`src/rtl/mbox_pkg.sv`:
```
package mbox_pkg;
   // word addresses of the register map
   localparam int unsigned CMD_IDX  = 0;
   localparam int unsigned PTR_IDX  = 1;
   localparam int unsigned STAT_IDX = 2;
   localparam int unsigned MASK_IDX = 3;
   localparam int unsigned MAP_WORDS = 4;

   // status word bit positions
   localparam int unsigned ST_FULL_BIT  = 0;
   localparam int unsigned ST_EMPTY_BIT = 1;

   // enable register bit positions
   localparam int unsigned EN_PEND_BIT  = 0;
   localparam int unsigned EN_SPACE_BIT = 1;
   localparam int unsigned EN_W         = 2;
endpackage

```
`src/rtl/mbox_slot.sv`:
```
module mbox_slot #(
   parameter int unsigned DATA_W = 32
) (
   input  logic              clk,
   input  logic              rst_n,
   input  logic              load_cmd,
   input  logic              load_ptr,
   input  logic              consume,
   input  logic [DATA_W-1:0] wdata,
   output logic [DATA_W-1:0] cmd_word,
   output logic [DATA_W-1:0] ptr_word,
   output logic              full
);
   always_ff @(posedge clk) begin
      if (!rst_n) begin
         cmd_word <= '0;
         ptr_word <= '0;
         full     <= 1'b0;
      end else begin
         if (load_cmd) begin
            cmd_word <= wdata;
            full     <= 1'b1;
         end else if (consume) begin
            full     <= 1'b0;
         end
         if (load_ptr) ptr_word <= wdata;
      end
   end
endmodule

```
`src/rtl/mbox_enable.sv`:
```
module mbox_enable
   import mbox_pkg::*;
(
   input  logic            clk,
   input  logic            rst_n,
   input  logic            snd_we,
   input  logic            snd_bit,
   input  logic            rcv_we,
   input  logic            rcv_bit,
   input  logic            full,
   output logic [EN_W-1:0] en_q,
   output logic            irq_rcv,
   output logic            irq_snd
);
   always_ff @(posedge clk) begin
      if (!rst_n) begin
         en_q <= '0;
      end else begin
         if (rcv_we) en_q[EN_PEND_BIT]  <= rcv_bit;
         if (snd_we) en_q[EN_SPACE_BIT] <= snd_bit;
      end
   end

   assign irq_rcv = full  & en_q[EN_PEND_BIT];
   assign irq_snd = ~full & en_q[EN_SPACE_BIT];
endmodule

```
`src/rtl/mbox_rdport.sv`:
```
module mbox_rdport
   import mbox_pkg::*;
#(
   parameter int unsigned DATA_W     = 32,
   parameter int unsigned ADDR_W     = 3,
   parameter bit          CLEAR_IDLE = 1'b0
) (
   input  logic              clk,
   input  logic              rst_n,
   input  logic              rd,
   input  logic [ADDR_W-1:0] addr,
   input  logic [DATA_W-1:0] cmd_word,
   input  logic [DATA_W-1:0] ptr_word,
   input  logic              full,
   input  logic [EN_W-1:0]   en_q,
   output logic [DATA_W-1:0] rdata
);
   localparam int unsigned PAD_W = DATA_W - EN_W;

   logic [DATA_W-1:0] sel;
   logic [EN_W-1:0]   stat;

   always_comb begin
      stat               = '0;
      stat[ST_FULL_BIT]  = full;
      stat[ST_EMPTY_BIT] = ~full;
      case (addr)
         ADDR_W'(CMD_IDX):  sel = cmd_word;
         ADDR_W'(PTR_IDX):  sel = ptr_word;
         ADDR_W'(STAT_IDX): sel = {{PAD_W{1'b0}}, stat};
         ADDR_W'(MASK_IDX): sel = {{PAD_W{1'b0}}, en_q};
         default:           sel = '0;
      endcase
   end

   generate
      if (CLEAR_IDLE) begin : g_clear
         always_ff @(posedge clk) begin
            if (!rst_n) rdata <= '0;
            else        rdata <= rd ? sel : '0;
         end
      end else begin : g_hold
         always_ff @(posedge clk) begin
            if (!rst_n)  rdata <= '0;
            else if (rd) rdata <= sel;
         end
      end
   endgenerate
endmodule

```
`src/rtl/mbox_duplex.sv`:
```
module mbox_duplex
   import mbox_pkg::*;
#(
   parameter int unsigned DATA_W     = 32,
   parameter int unsigned ADDR_W     = 3,
   parameter bit          CLEAR_IDLE = 1'b0
) (
   input  logic              clk,
   input  logic              rst_n,
   input  logic [ADDR_W-1:0] snd_addr,
   input  logic              snd_wr,
   input  logic              snd_rd,
   input  logic [DATA_W-1:0] snd_wdata,
   output logic [DATA_W-1:0] snd_rdata,
   output logic              snd_wait,
   input  logic [ADDR_W-1:0] rcv_addr,
   input  logic              rcv_wr,
   input  logic              rcv_rd,
   input  logic [DATA_W-1:0] rcv_wdata,
   output logic [DATA_W-1:0] rcv_rdata,
   output logic              irq_rcv,
   output logic              irq_snd
);
   localparam int unsigned MIN_ADDR_W = $clog2(MAP_WORDS);

   generate
      if (ADDR_W < MIN_ADDR_W) begin : g_bad_addr
         $error("mbox_duplex: ADDR_W too small for the register map");
      end
      if (DATA_W < EN_W) begin : g_bad_data
         $error("mbox_duplex: DATA_W narrower than the status word");
      end
   endgenerate

   logic              msg_full;
   logic [DATA_W-1:0] cmd_word;
   logic [DATA_W-1:0] ptr_word;
   logic [EN_W-1:0]   en_q;

   logic snd_hit_cmd, snd_hit_ptr, snd_hit_en, rcv_hit_cmd, rcv_hit_en;
   logic snd_msg_wr, load_cmd, load_ptr, consume;
   logic unused_rcv_bits;

   assign snd_hit_cmd = snd_addr == ADDR_W'(CMD_IDX);
   assign snd_hit_ptr = snd_addr == ADDR_W'(PTR_IDX);
   assign snd_hit_en  = snd_addr == ADDR_W'(MASK_IDX);
   assign rcv_hit_cmd = rcv_addr == ADDR_W'(CMD_IDX);
   assign rcv_hit_en  = rcv_addr == ADDR_W'(MASK_IDX);

   assign snd_msg_wr = snd_wr & (snd_hit_cmd | snd_hit_ptr);
   assign snd_wait   = snd_msg_wr & msg_full;
   assign load_cmd   = snd_wr & snd_hit_cmd & ~msg_full;
   assign load_ptr   = snd_wr & snd_hit_ptr & ~msg_full;
   assign consume    = rcv_rd & rcv_hit_cmd & msg_full;

   assign unused_rcv_bits = ^rcv_wdata[DATA_W-1:1];

   mbox_slot #(.DATA_W(DATA_W)) slot_i (
      .clk      (clk),
      .rst_n    (rst_n),
      .load_cmd (load_cmd),
      .load_ptr (load_ptr),
      .consume  (consume),
      .wdata    (snd_wdata),
      .cmd_word (cmd_word),
      .ptr_word (ptr_word),
      .full     (msg_full)
   );

   mbox_enable enable_i (
      .clk     (clk),
      .rst_n   (rst_n),
      .snd_we  (snd_wr & snd_hit_en),
      .snd_bit (snd_wdata[EN_SPACE_BIT]),
      .rcv_we  (rcv_wr & rcv_hit_en),
      .rcv_bit (rcv_wdata[EN_PEND_BIT]),
      .full    (msg_full),
      .en_q    (en_q),
      .irq_rcv (irq_rcv),
      .irq_snd (irq_snd)
   );

   mbox_rdport #(.DATA_W(DATA_W), .ADDR_W(ADDR_W), .CLEAR_IDLE(CLEAR_IDLE)) snd_rd_i (
      .clk      (clk),
      .rst_n    (rst_n),
      .rd       (snd_rd),
      .addr     (snd_addr),
      .cmd_word (cmd_word),
      .ptr_word (ptr_word),
      .full     (msg_full),
      .en_q     (en_q),
      .rdata    (snd_rdata)
   );

   mbox_rdport #(.DATA_W(DATA_W), .ADDR_W(ADDR_W), .CLEAR_IDLE(CLEAR_IDLE)) rcv_rd_i (
      .clk      (clk),
      .rst_n    (rst_n),
      .rd       (rcv_rd),
      .addr     (rcv_addr),
      .cmd_word (cmd_word),
      .ptr_word (ptr_word),
      .full     (msg_full),
      .en_q     (en_q),
      .rdata    (rcv_rdata)
   );
endmodule

```
`config.mk`:
```
export PLATFORM = sky130hd
export DESIGN_NAME = mbox_duplex
export DESIGN_NICKNAME = d
export VERILOG_FILES = /design/src/rtl/mbox_pkg.sv /design/src/rtl/mbox_slot.sv /design/src/rtl/mbox_enable.sv /design/src/rtl/mbox_rdport.sv /design/src/rtl/mbox_duplex.sv
export SDC_FILE = /design/constraint.sdc
export NUM_CORES = 1
export LEC_CHECK = 0
export CORE_MARGIN = 2
export CORE_UTILIZATION = 50
export CTS_BUF_LIST = sky130_fd_sc_hd__clkbuf_16
export DETAILED_ROUTE_END_ITERATION = 12
export PLACE_DENSITY = 0.92
export SLEW_MARGIN = 15
export SYNTH_ARGS = -nofsm -noshare
export SYNTH_HDL_FRONTEND = slang
export SYNTH_SLANG_ARGS = --single-unit
export TNS_END_PERCENT = 50
```
`constraint.sdc`:
```
create_clock -name clk -period 1.7 [get_ports clk]
set_input_delay 0.34 -clock clk [delete_from_list [all_inputs] [get_ports clk]]
set_output_delay 0.34 -clock clk [all_outputs]
set_load 0.1 [all_outputs]
```
* Yosys cells after proc, flatten, opt, wreduce, memory -nomap -nowiden
Cells that the tools add are included.
** Storage, ports and cells
- Output and inout port bits :: 67
- Logic and storage cells :: 34
- Flip-flop bits (word level) :: 131
** Cells by class
- Multiplexer cells :: 4
- Bitwise operators :: 14
- Equality and inequality tests :: 6
- Reduce and logical (&&, ||, !) cells :: 3
** Operators with widths (count)
- 32-bit case mux with 4 select lines :: 2
- 1-bit AND :: 12
- 3-bit by 2-bit equality test with 1-bit output (second input constant) :: 4
- 3-bit by 1-bit equality test with 1-bit output (second input constant) :: 2
- 3-bit logical NOT :: 2
- 1-bit 2-to-1 mux :: 2
- 2-bit nonzero test :: 1
- 1-bit inverter :: 1
- 1-bit OR :: 1

* Longest topological paths before layout
- Word-level depth :: 5
- Gate-level depth with buffers :: 6
- Depth with buffers taken out :: 3

* Modules after synthesis
A second synthesis with hierarchy kept.
** Unflattened totals
- Cell total of the unflattened synthesis :: 521
- Area, all modules :: 5860.6 um^2
** By module, submodules not included
- mbox_rdport :: cells each 147, sequential area each 640.6 um^2, area each 1584.0 um^2, instances 2
- mbox_slot :: cells each 210, sequential area each 1301.2 um^2, area each 2513.7 um^2, instances 1
- mbox_duplex :: cells each 9, sequential area each 0.0 um^2, area each 93.8 um^2, instances 1
- mbox_enable :: cells each 8, sequential area each 40.0 um^2, area each 85.1 um^2, instances 1

* Least setup slack after synthesis
Ideal clock, no wire load.
- Kind :: in2out
- Start point :: input port snd_addr[2]
- End point :: output port snd_wait
- Slack :: -1.325 ns
- Arrival time :: 2.685 ns
- Path buffers :: 0
- Stages on the path :: 2
- Cells stage by stage :: nand2b_4 nor3b_1
** On the way
- Word-level cells in the longest chain between the ends :: 4
** RTL lines
- start, declared :: RTL line mbox_duplex.sv:10 : input logic [ADDR_W-1:0] snd_addr,
- 3-bit by 1-bit equality test with 1-bit output / 3-bit logical NOT (equally long branches) :: RTL line mbox_duplex.sv:45, mbox_duplex.sv:44
- 1-bit OR * :: RTL line mbox_duplex.sv:50 : assign snd_msg_wr = snd_wr & (snd_hit_cmd | snd_hit_ptr);
- 1-bit AND * :: RTL line mbox_duplex.sv:50
- 1-bit AND * :: RTL line mbox_duplex.sv:51 : assign snd_wait = snd_msg_wr & msg_full;
- end, declared :: RTL line mbox_duplex.sv:15 : output logic snd_wait,
Every way passes the cells marked *; elsewhere a longest branch is shown, timed or not.

* Final worst setup path
- Start point :: register slot_i.full
- End point :: output port irq_snd
** On the way
- Word-level cells in the longest chain between the ends :: 2
** RTL lines
- start, declared :: RTL line mbox_slot.sv:12 : output logic full
- start signal, assigned :: RTL line mbox_slot.sv:18 : full <= 1'b0;
- start signal, assigned :: RTL line mbox_slot.sv:22 : full <= 1'b1;
- start signal, assigned :: RTL line mbox_slot.sv:24 : full <= 1'b0;
- 1-bit inverter :: RTL line mbox_enable.sv:25 : assign irq_snd = ~full & en_q[EN_SPACE_BIT];
- 1-bit AND :: RTL line mbox_enable.sv:25
- end, declared :: RTL line mbox_duplex.sv:22 : output logic irq_snd
Every way passes these cells.

==> load_flow_metrics.sql <==
INSERT INTO impl_metrics (metric_group, metric, value, unit) VALUES
('run', 'max_cap_viols', '0', ''),
('routing', 'detailroute.via_count', '4824', ''),
('timing', 'final.setup_skew', '0.00910', 'ns'),
('power', 'comb_power_share', '8.0', '%'),
('finish', 'layout-drive-gt1-share', '18.1', '%'),
('floorplanning', 'die-area', '0.0125', 'mm^2'),
('clock_tree', 'cts-hold-fix-buffers', '0', ''),
('floorplanning', 'dieHeight', '112', 'um'),
('timing', 'worst-slew-pin-transition', '0.436', 'ns'),
('timing', 'max_freq', '609', 'MHz'),
('finish', 'layout_common_cells', 'mux2i_1 (132), dfxtp_1 (130), nand2_1 (98)', ''),
('worst_setup_path', 'r2r.worst_path.cells', '3', ''),
('finish', 'multi_input_area', '0.00269', 'mm^2'),
('power', 'p_leak', '3.37', 'nW'),
('power', 'net-switching-power', '1.70', 'mW'),
('global_routing', 'globalRoute.totalOverflow', '0', ''),
('synthesis', 'yosys_register_bits', '131', ''),
('synthesis', 'mappedNetlistNets', '699', ''),
('floorplanning', 'die_w', '112', 'um'),
('power', 'pwr-share-seq', '42.8', '%'),
('synthesis', 'synth_area_per_cell', '9.33', 'um^2'),
('global_routing', 'antenna_found_initial', '1', ''),
('floorplanning', 'initial_utilization', '51.1', '%'),
('worst_setup_path', 'timing.critical_path.fanout_max', '7', ''),
('finish', 'layout.area.seq', '0.00262', 'mm^2'),
('clock_tree', 'tritoncts', 'yes', ''),
('timing', 'timing.final.crit_share', '96.6', '%'),
('finish', 'fillCellCount', '775', ''),
('power', 'clockPowerShare', '49.3', '%'),
('floorplanning', 'core_region_area', '0.0114', 'mm^2'),
('power', 'p_total', '7.36', 'mW'),
('floorplanning', 'std_cell_rows', '39', ''),
('power', 'netSwitchingFraction', '23.1', '%'),
('power', 'internal_portion_of_total_power', '5.66', 'mW'),
('synthesis', 'count_of_flip_flops_with_a_built_in_enable_after_synthesis', '0', ''),
('timing', 'setup_violations', '0', ''),
('finish', 'synthToLayoutAreaGrowth', '43.3', '%'),
('worst_setup_path', 'rr_startpoint', 'slot_i.full$_SDFFE_PN0P_', ''),
('synthesis', 'syn_inst', '623', ''),
('worst_setup_path', 'beginning_of_the_critical_path', 'slot_i.full$_SDFFE_PN0P_', ''),
('synthesis', 'ys_seq_area_share', '45.1', '%'),
('clock_tree', 'post_cts_setup_driven_buffer_insertion_count', '0', ''),
('finish', 'nets', '802', ''),
('routing', 'drc', '0', ''),
('finish', 'design_area', '0.00833', 'mm^2'),
('placed_design', 'number_of_port_buffers', '111', ''),
('routing', 'initialDrtViolationCount', '183', ''),
('routing', 'detailedRoute.firstPassIterationCount', '4', ''),
('synthesis', 'synthesis.yosys.warnings', '0', ''),
('worst_setup_path', 'setup.worst_path.class', 'reg -> out', ''),
('worst_setup_path', 'reg2reg_to', 'slot_i.ptr_word[4]$_SDFFE_PN0P_', ''),
('power', 'power_per_cell_area', '884', 'mW/mm^2'),
('routing', 'number_of_antenna_violating_nets_in_the_routed_design', '0', ''),
('synthesis', 'synthFlopType', 'dfxtp_1', ''),
('clock_tree', 'clockRootBuffer', 'clkbuf_16', ''),
('hold_path', 'hold_path.startpoint', 'rst_n', ''),
('global_routing', 'grt_pass1_wl', '24500', 'um'),
('routing', 'vias_per_cell', '5.46', ''),
('timing', 'setup_repair_after_global_routing_missed_its_margin', 'false', ''),
('global_routing', 'groute.usage.overall', '24.1', '%'),
('finish', 'finalNonFillerCells', '883', ''),
('worst_setup_path', 'r2r_setup_slack', '0.29', 'ns'),
('timing', 'slew_viol_final', '0', ''),
('placed_design', 'gpl_wtd_cong', '0.793', ''),
('finish', 'most_frequent_standard_cell_in_the_layout_excluding_fill_and_tap_cells', 'mux2i_1', ''),
('routing', 'route.detailed.wl_per_inst', '16.8', 'um'),
('synthesis', 'syn-cell-area', '0.00581', 'mm^2'),
('clock_tree', 'cts.htree.levels', '4', ''),
('clock_tree', 'numClockSinks', '131', ''),
('status', 'status', 'completed', ''),
('placed_design', 'placement.setup.worst_slack', '-0.337', 'ns');
## cells by family after synthesis
family          Yosys count  share of synthesized area [%]
buf+inv                 112                           8.83
mux                     132                           22.7
compound gates           72                           7.84
flops                   131                           45.1
simple gates            176                           15.5
## layout make-up
| cell class | count | share of cell area, % |
|---|---|---|
| inverter | 62 | 2.80 |
| sequential | 131 | 31.5 |
| tap | 143 | 2.15 |
| multi-input combinational | 380 | 32.3 |
| clock buffer | 17 | 5.11 |
| clock inverter | 15 | 1.98 |
| timing repair buffer | 134 | 24.1 |
| antenna | 1 | 0.0301 |
## worst max-delay path, cell delays in order, from the launching register on
cell	delay (ns)
dfxtp_2	0.34
buf_4	0.17
nor2b_2	0.19
buf_12	0.20
## power by group through the flow
stage	logic (mW)	registers (mW)	clock network, mW
after floorplan	0.306	3.25	0
after global placement	0.560	3.21	0
after detailed placement	0.579	3.21	0
after CTS	0.584	3.15	3.64
after global routing	0.623	3.15	3.79
final	0.586	3.15	3.62
## stage by stage
step	hold slack, ns	utilization [%]
after floorplan	0.446	-
after global placement	0.454	68.0
after detailed placement	0.468	68.0
after CTS	0.306	73.2
after global routing	0.325	73.2
final	0.317	73.2
## cell usage after synthesis (3+ instances only)
| master | n |
|---|---|
| inv_1 | 62 |
| and2_1 | 61 |
| o22ai_1 | 64 |
| mux2i_1 | 132 |
| buf_2 | 14 |
| dfxtp_1 | 131 |
| nor2b_1 | 5 |
| buf_4 | 5 |
| buf_12 | 3 |
| clkbuf_1 | 22 |
| nand2_1 | 98 |
| buf_1 | 5 |
| o21a_1 | 6 |
## how the worst min path moves through the flow
stage | slack (ns) | to | depth (start not counted)
after global routing | 0.32 | rcv_rd_i.rdata[0]$_SDFFE_PN0P_ | 2
after floorplan | 0.45 | slot_i.cmd_word[0]$_SDFFE_PN0P_ | 2
after global placement | 0.45 | slot_i.cmd_word[17]$_SDFFE_PN0P_ | 2
after detailed placement | 0.47 | slot_i.ptr_word[27]$_SDFFE_PN0P_ | 2
after CTS | 0.31 | rcv_rd_i.rdata[0]$_SDFFE_PN0P_ | 2
final | 0.32 | rcv_rd_i.rdata[0]$_SDFFE_PN0P_ | 2
## metal layers
metal	GRT usage [%]	routed length, um	vias up
met2	41.7	7600	162
met1	28.8	6070	2346
met5	0	0	-
li1	-	-	2288
met3	5.55	833	28
met4	10.3	299	0
## flip-flops by register name (all words and copies together) (netlist names)
| signal | cells |
|---|---|
| slot_i.full | 1 |
| rcv_rd_i.rdata | 32 |
| slot_i.cmd_word | 32 |
| slot_i.ptr_word | 32 |
| enable_i.en_q | 2 |
| snd_rd_i.rdata | 32 |
## what timing repair did
item / 4_1_cts / 5_1_grt
pin swaps: 0 / 1
hold endpoints to repair: 0 / 0
endpoints found under the setup margin: 2 / 2
gates resized for setup: 5 / 3
Power figures use the tool's default switching activity.
